<file path="config.mk">
export PLATFORM = sky130hd
export DESIGN_NAME = eo_and_stage
export DESIGN_NICKNAME = d
export VERILOG_FILES = /design/src/rtl/eo_and_pkg.sv /design/src/rtl/eo_and_decide.sv /design/src/rtl/eo_and_ack.sv /design/src/rtl/eo_and_ctrl.sv /design/src/rtl/eo_and_stage.sv
export SDC_FILE = /design/constraint.sdc
export NUM_CORES = 1
export LEC_CHECK = 0
export BUFFER_PORTS_ARGS = -buffer_cell sky130_fd_sc_hd__buf_4
export CAP_MARGIN = 20
export CORE_UTILIZATION = 30
export DETAILED_ROUTE_END_ITERATION = 8
export SETUP_SLACK_MARGIN = 0.2
export SLEW_MARGIN = 15
export SYNTH_ARGS = -nofsm -noshare
export SYNTH_HDL_FRONTEND = slang
export SYNTH_HIERARCHICAL = 1
export SYNTH_SLANG_ARGS = --single-unit
</file>
<file path="constraint.sdc">
create_clock -name clk -period 1.7 [get_ports clk]
set_input_delay 0.17 -clock clk [delete_from_list [all_inputs] [get_ports clk]]
set_output_delay 0.17 -clock clk [all_outputs]
set_load 0.005 [all_outputs]
</file>
<file path="src/rtl/eo_and_pkg.sv">
package eo_and_pkg;
    typedef logic [1:0] rail_t;

    localparam rail_t RAIL_NULL = 2'b00;
    localparam rail_t RAIL_ZERO = 2'b01;
    localparam rail_t RAIL_ONE  = 2'b10;

    typedef enum logic [1:0] {
        ST_IDLE  = 2'd0,
        ST_HOLD  = 2'd1,
        ST_DRAIN = 2'd2,
        ST_RTZ   = 2'd3
    } st_e;
endpackage

</file>
<file path="src/rtl/eo_and_decide.sv">
module eo_and_decide
    import eo_and_pkg::*;
#(
    parameter int N_IN = 2
) (
    input  logic [2*N_IN-1:0] rails,
    output logic              ready,
    output logic              value,
    output logic              all_null
);
    logic any_zero;
    logic all_one;

    always_comb begin
        any_zero = 1'b0;
        all_one  = 1'b1;
        all_null = 1'b1;
        for (int i = 0; i < N_IN; i++) begin
            if (rails[2*i +: 2] == RAIL_ZERO) any_zero = 1'b1;
            if (rails[2*i +: 2] != RAIL_ONE)  all_one  = 1'b0;
            if (rails[2*i +: 2] != RAIL_NULL) all_null = 1'b0;
        end
        ready = any_zero | all_one;
        value = all_one & ~any_zero;
    end
endmodule

</file>
<file path="src/rtl/eo_and_ack.sv">
module eo_and_ack
    import eo_and_pkg::*;
(
    input  logic  clk,
    input  logic  rst_n,
    input  rail_t rail,
    input  logic  draining,
    input  logic  returning,
    input  logic  out_ack,
    output logic  ack
);
    logic has_data;
    assign has_data = (rail == RAIL_ZERO) || (rail == RAIL_ONE);

    always_ff @(posedge clk) begin
        if (!rst_n) begin
            ack <= 1'b0;
        end else if (draining && out_ack && has_data) begin
            ack <= 1'b1;
        end else if (returning && !out_ack && rail == RAIL_NULL) begin
            ack <= 1'b0;
        end
    end
endmodule

</file>
<file path="src/rtl/eo_and_ctrl.sv">
module eo_and_ctrl
    import eo_and_pkg::*;
(
    input  logic  clk,
    input  logic  rst_n,
    input  logic  ready,
    input  logic  value,
    input  logic  all_null,
    input  logic  all_acked,
    input  logic  none_acked,
    input  logic  out_ack,
    output st_e   state,
    output rail_t out_rail
);
    st_e state_nx;

    always_comb begin
        state_nx = state;
        unique case (state)
            ST_IDLE:  if (ready)                  state_nx = ST_HOLD;
            ST_HOLD:  if (out_ack)                state_nx = ST_DRAIN;
            ST_DRAIN: if (all_acked && all_null)  state_nx = ST_RTZ;
            ST_RTZ:   if (none_acked)             state_nx = ST_IDLE;
            default:                              state_nx = ST_IDLE;
        endcase
    end

    always_ff @(posedge clk) begin
        if (!rst_n) state <= ST_IDLE;
        else        state <= state_nx;
    end

    always_ff @(posedge clk) begin
        if (!rst_n) begin
            out_rail <= RAIL_NULL;
        end else begin
            unique case (state)
                ST_IDLE:  if (ready) out_rail <= value ? RAIL_ONE : RAIL_ZERO;
                ST_HOLD:  out_rail <= out_rail;
                ST_DRAIN: if (all_acked && all_null) out_rail <= RAIL_NULL;
                ST_RTZ:   out_rail <= RAIL_NULL;
                default:  out_rail <= RAIL_NULL;
            endcase
        end
    end
endmodule

</file>
<file path="src/rtl/eo_and_stage.sv">
module eo_and_stage
    import eo_and_pkg::*;
#(
    parameter int N_IN = 2
) (
    input  logic              clk,
    input  logic              rst_n,
    input  logic [2*N_IN-1:0] in_rail,
    output logic [N_IN-1:0]   in_ack,
    output logic [1:0]        out_rail,
    input  logic              out_ack
);
    st_e  state;
    logic ready;
    logic value;
    logic all_null;
    logic draining;
    logic returning;

    assign draining  = (state == ST_DRAIN);
    assign returning = (state == ST_RTZ);

    eo_and_decide #(.N_IN(N_IN)) u_decide (
        .rails    (in_rail),
        .ready    (ready),
        .value    (value),
        .all_null (all_null)
    );

    for (genvar g = 0; g < N_IN; g++) begin : g_port
        eo_and_ack u_ack (
            .clk       (clk),
            .rst_n     (rst_n),
            .rail      (in_rail[2*g +: 2]),
            .draining  (draining),
            .returning (returning),
            .out_ack   (out_ack),
            .ack       (in_ack[g])
        );
    end

    eo_and_ctrl u_ctrl (
        .clk        (clk),
        .rst_n      (rst_n),
        .ready      (ready),
        .value      (value),
        .all_null   (all_null),
        .all_acked  (&in_ack),
        .none_acked (~|in_ack),
        .out_ack    (out_ack),
        .state      (state),
        .out_rail   (out_rail)
    );
endmodule

</file>
==> flow_metrics.env, run 1 <==
export IMPL_cts_buffers=3
export IMPL_routed_wl_um=923
export IMPL_critPathLaunchType="register"
export IMPL_clkLatencyLatePin_ns=0.24
export IMPL_wl_per_cell_um=10.9
export IMPL_ys_types=24
export IMPL_hold_class="input pin to register"
export IMPL_cts_sinks=6
export IMPL_r2r_cells=6
export IMPL_antenna_found_initial=0
export IMPL_ir_drop_mv=0.537
export IMPL_worstPathArrival_ns=1.61
export IMPL_grt_pass1_wl_mm=1.42
export IMPL_firstDrtPassIters=4
export IMPL_ctsResizeCount=0
export IMPL_grt_ovfl_total=0
export IMPL_num_antenna_cells=0
export IMPL_nets=86
export IMPL_netlist_area_um2=474
export IMPL_gp_congestion=0.682
export IMPL_final_common_cell="buf_4"
export IMPL_met3_usage=0.0261
export IMPL_yosysWarnings=6
export IMPL_io_buffers=10
export IMPL_period_share=0.849
export IMPL_cp_max_fo=5
export IMPL_die_height_um=41.8
export IMPL_grt_pass1_vias=338
export IMPL_finClkSkew_ns=0.00269
export IMPL_drt_iter0_drc=3
export IMPL_worst_setup_path_end_kind="register"
export IMPL_synth_seq_cells=6
export IMPL_vias=399
export IMPL_clockBufferDepth=2
export IMPL_cp_required_ns=1.86
export IMPL_die_w_um=41.8
export IMPL_rsz0062_at_grt="yes"
export IMPL_rows=13
export IMPL_globalRouteMet2Util=0.128
export IMPL_cts_hold_buf=0
export IMPL_ys_seq_area_frac=0.253
export IMPL_power_leakage_uw=0.000290
export IMPL_crit_path_start="u_ctrl/state[0]$_SDFFE_PN0P_"
export IMPL_outcome="completed"
export IMPL_powerDensity_nw_per_um2=1300
export IMPL_clock_fmax_mhz=693
export IMPL_drv_cap=0
export IMPL_r2r_end="u_ctrl/state[1]$_SDFFE_PN0P_"
export IMPL_grt_usage=0.106
export IMPL_dp_hpwl_um=693
export IMPL_post_cts_buffers=0
export IMPL_layout_drive_gt1_share=0.329
export IMPL_grt_max_degree=10
export IMPL_maxSlewViolCount=0
export IMPL_synth_area_leaders="dfxtp_1 (25%), ha_1 (18%), a2111oi_4 (5.8%)"
export IMPL_core_area_um2=1380
export IMPL_synth_area_per_cell_um2=8.78
export IMPL_cts_tree="built"
export IMPL_fillers=136
export IMPL_yosysTopAreaCellShare=0.253
export IMPL_instances_no_fill=85
export IMPL_setup_worst_path_class="register to register"
export IMPL_drc_errors=0
export IMPL_tns_ns=0
export IMPL_timing_rr_start="u_ctrl/state[0]$_SDFFE_PN0P_"
export IMPL_maxSlewHeadroom=0.670
export IMPL_area_growth_pct=30.6
export IMPL_ioPinCount=11
export IMPL_syn_num_nets=68
export IMPL_root_buffer="clkbuf_4"
export IMPL_hold_viol_final=0
export IMPL_dieArea_um2=1740
export IMPL_routed_via_density=4.69
export IMPL_finalCriticalPeriod_ns=1.44
export IMPL_place_inst=82
export IMPL_yosysTopAreaCell="dfxtp_1"
export IMPL_antenna_left=0
export IMPL_ff2ff_setup_slack_ns=0.26
export IMPL_grt_busiest_layer="met1"
export IMPL_clkSlewWorstSetupHoldPaths_ns=0.05
export IMPL_final_cell_mix="buf_4 (13), inv_1 (7), ha_1 (7)"
export IMPL_htreeDepth=1
export IMPL_crit_end="u_ctrl/state[1]$_SDFFE_PN0P_"
export IMPL_start_util=0.343
export IMPL_setup_viol=0
export IMPL_tightest_slew_ns=0.490
export IMPL_synthCells=54
export IMPL_grt_use_met1=0.162
-- power breakdown --
group	total (uW)	internal, uW	leakage (uW)	switching [uW]
logic	467	248	0.000227	218
clock network	130	79.8	0.0000138	50.5
registers	210	185	0.0000495	25.5
total	807	513	0.000290	294
-- cell usage after synthesis --
cell       instances
a2111oi_4          1
a21boi_4           1
a21oi_1            1
and2_1             1
and2_2             1
and2b_2            1
and3_1             2
dfxtp_1            6
ha_1               7
inv_1              7
nand2_1            6
nand2b_1           2
nand3_1            1
nand4_1            1
nand4b_1           1
nor2_1             3
nor2b_1            1
nor2b_4            1
nor3_1             2
nor4_1             1
o21ai_0            3
o21ai_1            1
o221a_1            2
o311ai_1           1
-- how the worst min path moves through the flow --
stage,slack (ns),cells past startpoint,from,endpoint
after global routing,0.24,2,out_ack,g_port[1].u_ack/ack$_SDFFE_PN0P_
final,0.23,2,out_ack,g_port[0].u_ack/ack$_SDFFE_PN0P_
after detailed placement,0.45,2,u_ctrl/out_rail[0]$_SDFFE_PN0P_,u_ctrl/out_rail[0]$_SDFFE_PN0P_
after floorplan,0.31,2,rst_n,u_ctrl/state[1]$_SDFFE_PN0P_
after global placement,0.45,2,u_ctrl/out_rail[0]$_SDFFE_PN0P_,u_ctrl/out_rail[0]$_SDFFE_PN0P_
after CTS,0.22,2,out_ack,g_port[0].u_ack/ack$_SDFFE_PN0P_
-- through the flow --
step | cell area [um2] | util | total power, uW | hold slack, ns | setup slack, ns
6_report | 619 | 0.448 | 807 | 0.231 | 0.256
5_1_grt | 619 | 0.448 | 871 | 0.239 | 0.187
4_1_cts | 613 | 0.443 | 789 | 0.220 | 0.262
3_5_place_dp | 591 | 0.427 | 652 | 0.454 | 0.148
3_3_place_gp | 591 | 0.427 | 660 | 0.452 | 0.167
2_1_floorplan | 474 | - | 503 | 0.309 | 0.296
-- worst max-delay path, stage by stage, from the launching register on --
cell	delay [ns]
dfxtp_1	0.30
buf_4	0.15
ha_1	0.20
nor2b_1	0.16
a2111oi_4	0.34
nand3_1	0.12
o21ai_1	0.09
-- cell families after synthesis --
group                      count (synthesis)  synth area share
and+or+nand+nor                           24             0.290
AOI/OAI and AO/OA                         10             0.216
buffers and inverters                      7            0.0554
DFF                                        6             0.253
adders and majority gates                  7             0.185
-- per-layer routing --
| metal | wire (um) | part of all wire | up-vias |
|---|---|---|---|
| met5 | 0 | 0 | - |
| met4 | 0 | 0 | 0 |
| met3 | 22 | 0.024 | 0 |
| met2 | 402 | 0.44 | 6 |
| met1 | 498 | 0.54 | 170 |
| li1 | - | - | 223 |
-- final cells by class --
cell class / instances / area [um2] / area share
multi-input cells: 41 / 333 / 0.537
flip-flops and latches: 6 / 121 / 0.196
repair buffers: 13 / 97.6 / 0.158
inverters: 7 / 26.3 / 0.0424
clock buffers: 3 / 22.5 / 0.0364
well taps: 15 / 18.8 / 0.0303
-- flip-flops by register name, summed over array words and instances (netlist names) --
name              flops
g_port.u_ack/ack      2
u_ctrl/out_rail       2
u_ctrl/state          2
Power figures use the tool's default switching activity.
==> run 2, diff against run 1 <==
==> constraint.sdc (replaced) <==
create_clock -name clk -period 1.5 [get_ports clk]
set_input_delay 0.15 -clock clk [delete_from_list [all_inputs] [get_ports clk]]
set_output_delay 0.15 -clock clk [all_outputs]
set_load 0.005 [all_outputs]
==> run 2 against run 1 <==
Compared with the run above:
- largest power group unchanged
- first-iteration DRC count increased by 130%
- sequential share of layout area decreased by 1.2 points
- routed wire length increased by 10%
- clock power increased by 12%
- core utilization increased by 5.3 points
- critical endpoint is now u_ctrl/state[0]$_SDFFE_PN0P_
- die area unchanged
==> flow_metrics.env, run 2 (synthesis gave the netlist of run 1 again) <==
export IMPL_outcome="completed"
export IMPL_largest_registers="g_port.u_ack/ack: 2 flops, u_ctrl/out_rail: 2 flops, u_ctrl/state: 2 flops"
export IMPL_finClkSkew_ns=0.0000666
export IMPL_drv_cap=0
export IMPL_worstPathArrival_ns=1.56
export IMPL_die_height_um=41.8
export IMPL_rsz0062_at_grt="yes"
export IMPL_pre_cts_slack_ns=0.0435
export IMPL_wl_per_cell_um=11.1
export IMPL_area_growth_pct=46.2
export IMPL_globalRouteMet2Util=0.184
export IMPL_grt_pass1_vias=392
export IMPL_clkSlewWorstSetupHoldPaths_ns=0.04
export IMPL_routed_wl_mm=1.02
export IMPL_rows=13
export IMPL_cp_max_fo=5
export IMPL_dp_hpwl_um=703
export IMPL_worst_slack_ns=0.102
export IMPL_maxSlewViolCount=0
export IMPL_finalCriticalPeriod_ns=1.40
export IMPL_grt_use_met1=0.151
export IMPL_cts_buffers=3
export IMPL_hold_class="input pin to register"
export IMPL_ioPinCount=11
export IMPL_nets=93
export IMPL_r2r_cells=6
export IMPL_io_buffers=10
export IMPL_antenna_found_initial=0
export IMPL_met3_usage=0.0783
export IMPL_core_area_um2=1380
export IMPL_powerDensity_nw_per_um2=1480
export IMPL_ir_drop_mv=0.809
export IMPL_num_antenna_cells=0
export IMPL_cts_sinks=6
export IMPL_grt_usage=0.121
export IMPL_critPathLaunchType="register"
export IMPL_tightest_slew_ns=0.345
export IMPL_clock_fmax_mhz=715
export IMPL_drt_iter0_drc=7
export IMPL_hold_viol_final=0
export IMPL_grt_pass1_wl_mm=1.61
export IMPL_fin_area_um2=693
export IMPL_cp_required_ns=1.67
export IMPL_grt_ovfl_total=0
export IMPL_antenna_left=0
export IMPL_layout_drive_gt1_share=0.455
export IMPL_dieArea_um2=1740
export IMPL_power_leakage_uw=0.000323
export IMPL_ff2ff_setup_slack_ns=0.10
export IMPL_drc_errors=0
export IMPL_final_cell_mix="buf_4 (20), nand2_1 (6), inv_1 (5)"
export IMPL_die_w_um=41.8
export IMPL_period_share=0.932
export IMPL_start_util=0.343
export IMPL_grt_max_degree=10
export IMPL_setup_worst_path_class="register to register"
export IMPL_gp_congestion=0.737
export IMPL_maxSlewHeadroom=0.770
export IMPL_place_area_um2=603
export IMPL_cts_tree="built"
export IMPL_clkLatencyLatePin_ns=0.24
export IMPL_grt_busiest_layer="met2"
export IMPL_root_buffer="clkbuf_4"
export IMPL_tns_ns=0
export IMPL_crit_end="u_ctrl/state[0]$_SDFFE_PN0P_"
export IMPL_timing_rr_start="u_ctrl/state[0]$_SDFFE_PN0P_"
export IMPL_htreeDepth=1
export IMPL_routed_via_density=4.91
export IMPL_vias=452
export IMPL_clockBufferDepth=2
export IMPL_firstDrtPassIters=4
export IMPL_final_common_cell="buf_4"
export IMPL_worst_setup_path_end_kind="register"
export IMPL_crit_path_start="u_ctrl/state[0]$_SDFFE_PN0P_"
export IMPL_cts_hold_buf=0
export IMPL_setup_viol=0
export IMPL_r2r_end="u_ctrl/state[0]$_SDFFE_PN0P_"
[run 2: repair_timing]
| item | in CTS | in global routing |
|---|---|---|
| gates resized for setup | 7 | 0 |
| endpoints found under the hold margin | 0 | 0 |
| pin swaps | 3 | 2 |
| cloned | 0 | 0 |
| setup buffers | 4 | 2 |
| setup endpoints to repair | 4 | 4 |
[run 2: worst min-delay path by stage]
stage                 start                               end  depth (start not counted)  slack (ns)
floorplan             rst_n      u_ctrl/state[1]$_SDFFE_PN0P_                          2        0.28
global placement    out_ack  g_port[0].u_ack/ack$_SDFFE_PN0P_                          2        0.45
detailed placement  out_ack  g_port[0].u_ack/ack$_SDFFE_PN0P_                          2        0.45
CTS                 out_ack  g_port[0].u_ack/ack$_SDFFE_PN0P_                          2        0.20
global route        out_ack  g_port[0].u_ack/ack$_SDFFE_PN0P_                          2        0.21
finish              out_ack  g_port[0].u_ack/ack$_SDFFE_PN0P_                          2        0.20
[run 2: final cells by class]
cell class                 count  area (um2)
timing repair buffer          20         150
fill                         140         689
sequential                     6         128
multi-input combinational     41         345
clock buffer                   3        22.5
tap                           15        18.8
inverter                       7        28.8
[run 2: power by group]
group | switching (uW) | leakage (uW) | internal (uW) | total [uW]
Combinational | 251 | 0.000259 | 347 | 598
Sequential | 60.2 | 0.0000504 | 222 | 283
Clock | 56.0 | 0.0000138 | 90.3 | 146
Total | 367 | 0.000323 | 660 | 1030
[run 2: metal layers]
metal | share of wire | vias up
li1 | - | 236
met1 | 0.45 | 198
met2 | 0.43 | 16
met3 | 0.084 | 2
met4 | 0.029 | 0
met5 | 0 | -
[run 2: worst max-delay path, cell delays in order, from the launching register on]
cell,delay [ns]
dfxtp_4,0.37
inv_4,0.05
ha_4,0.15
a21boi_4,0.14
a2111oi_4,0.40
o21ai_1,0.10
a21oi_1,0.12
[run 2: metrics by stage]
stage	cells	utilization	power [uW]	hold slack [ns]
2_1_floorplan	54	-	585	0.282
6_report	92	0.501	1030	0.200
5_1_grt	92	0.501	1120	0.208
4_1_cts	90	0.490	994	0.199
3_5_place_dp	83	0.436	740	0.452
3_3_place_gp	83	0.436	733	0.453
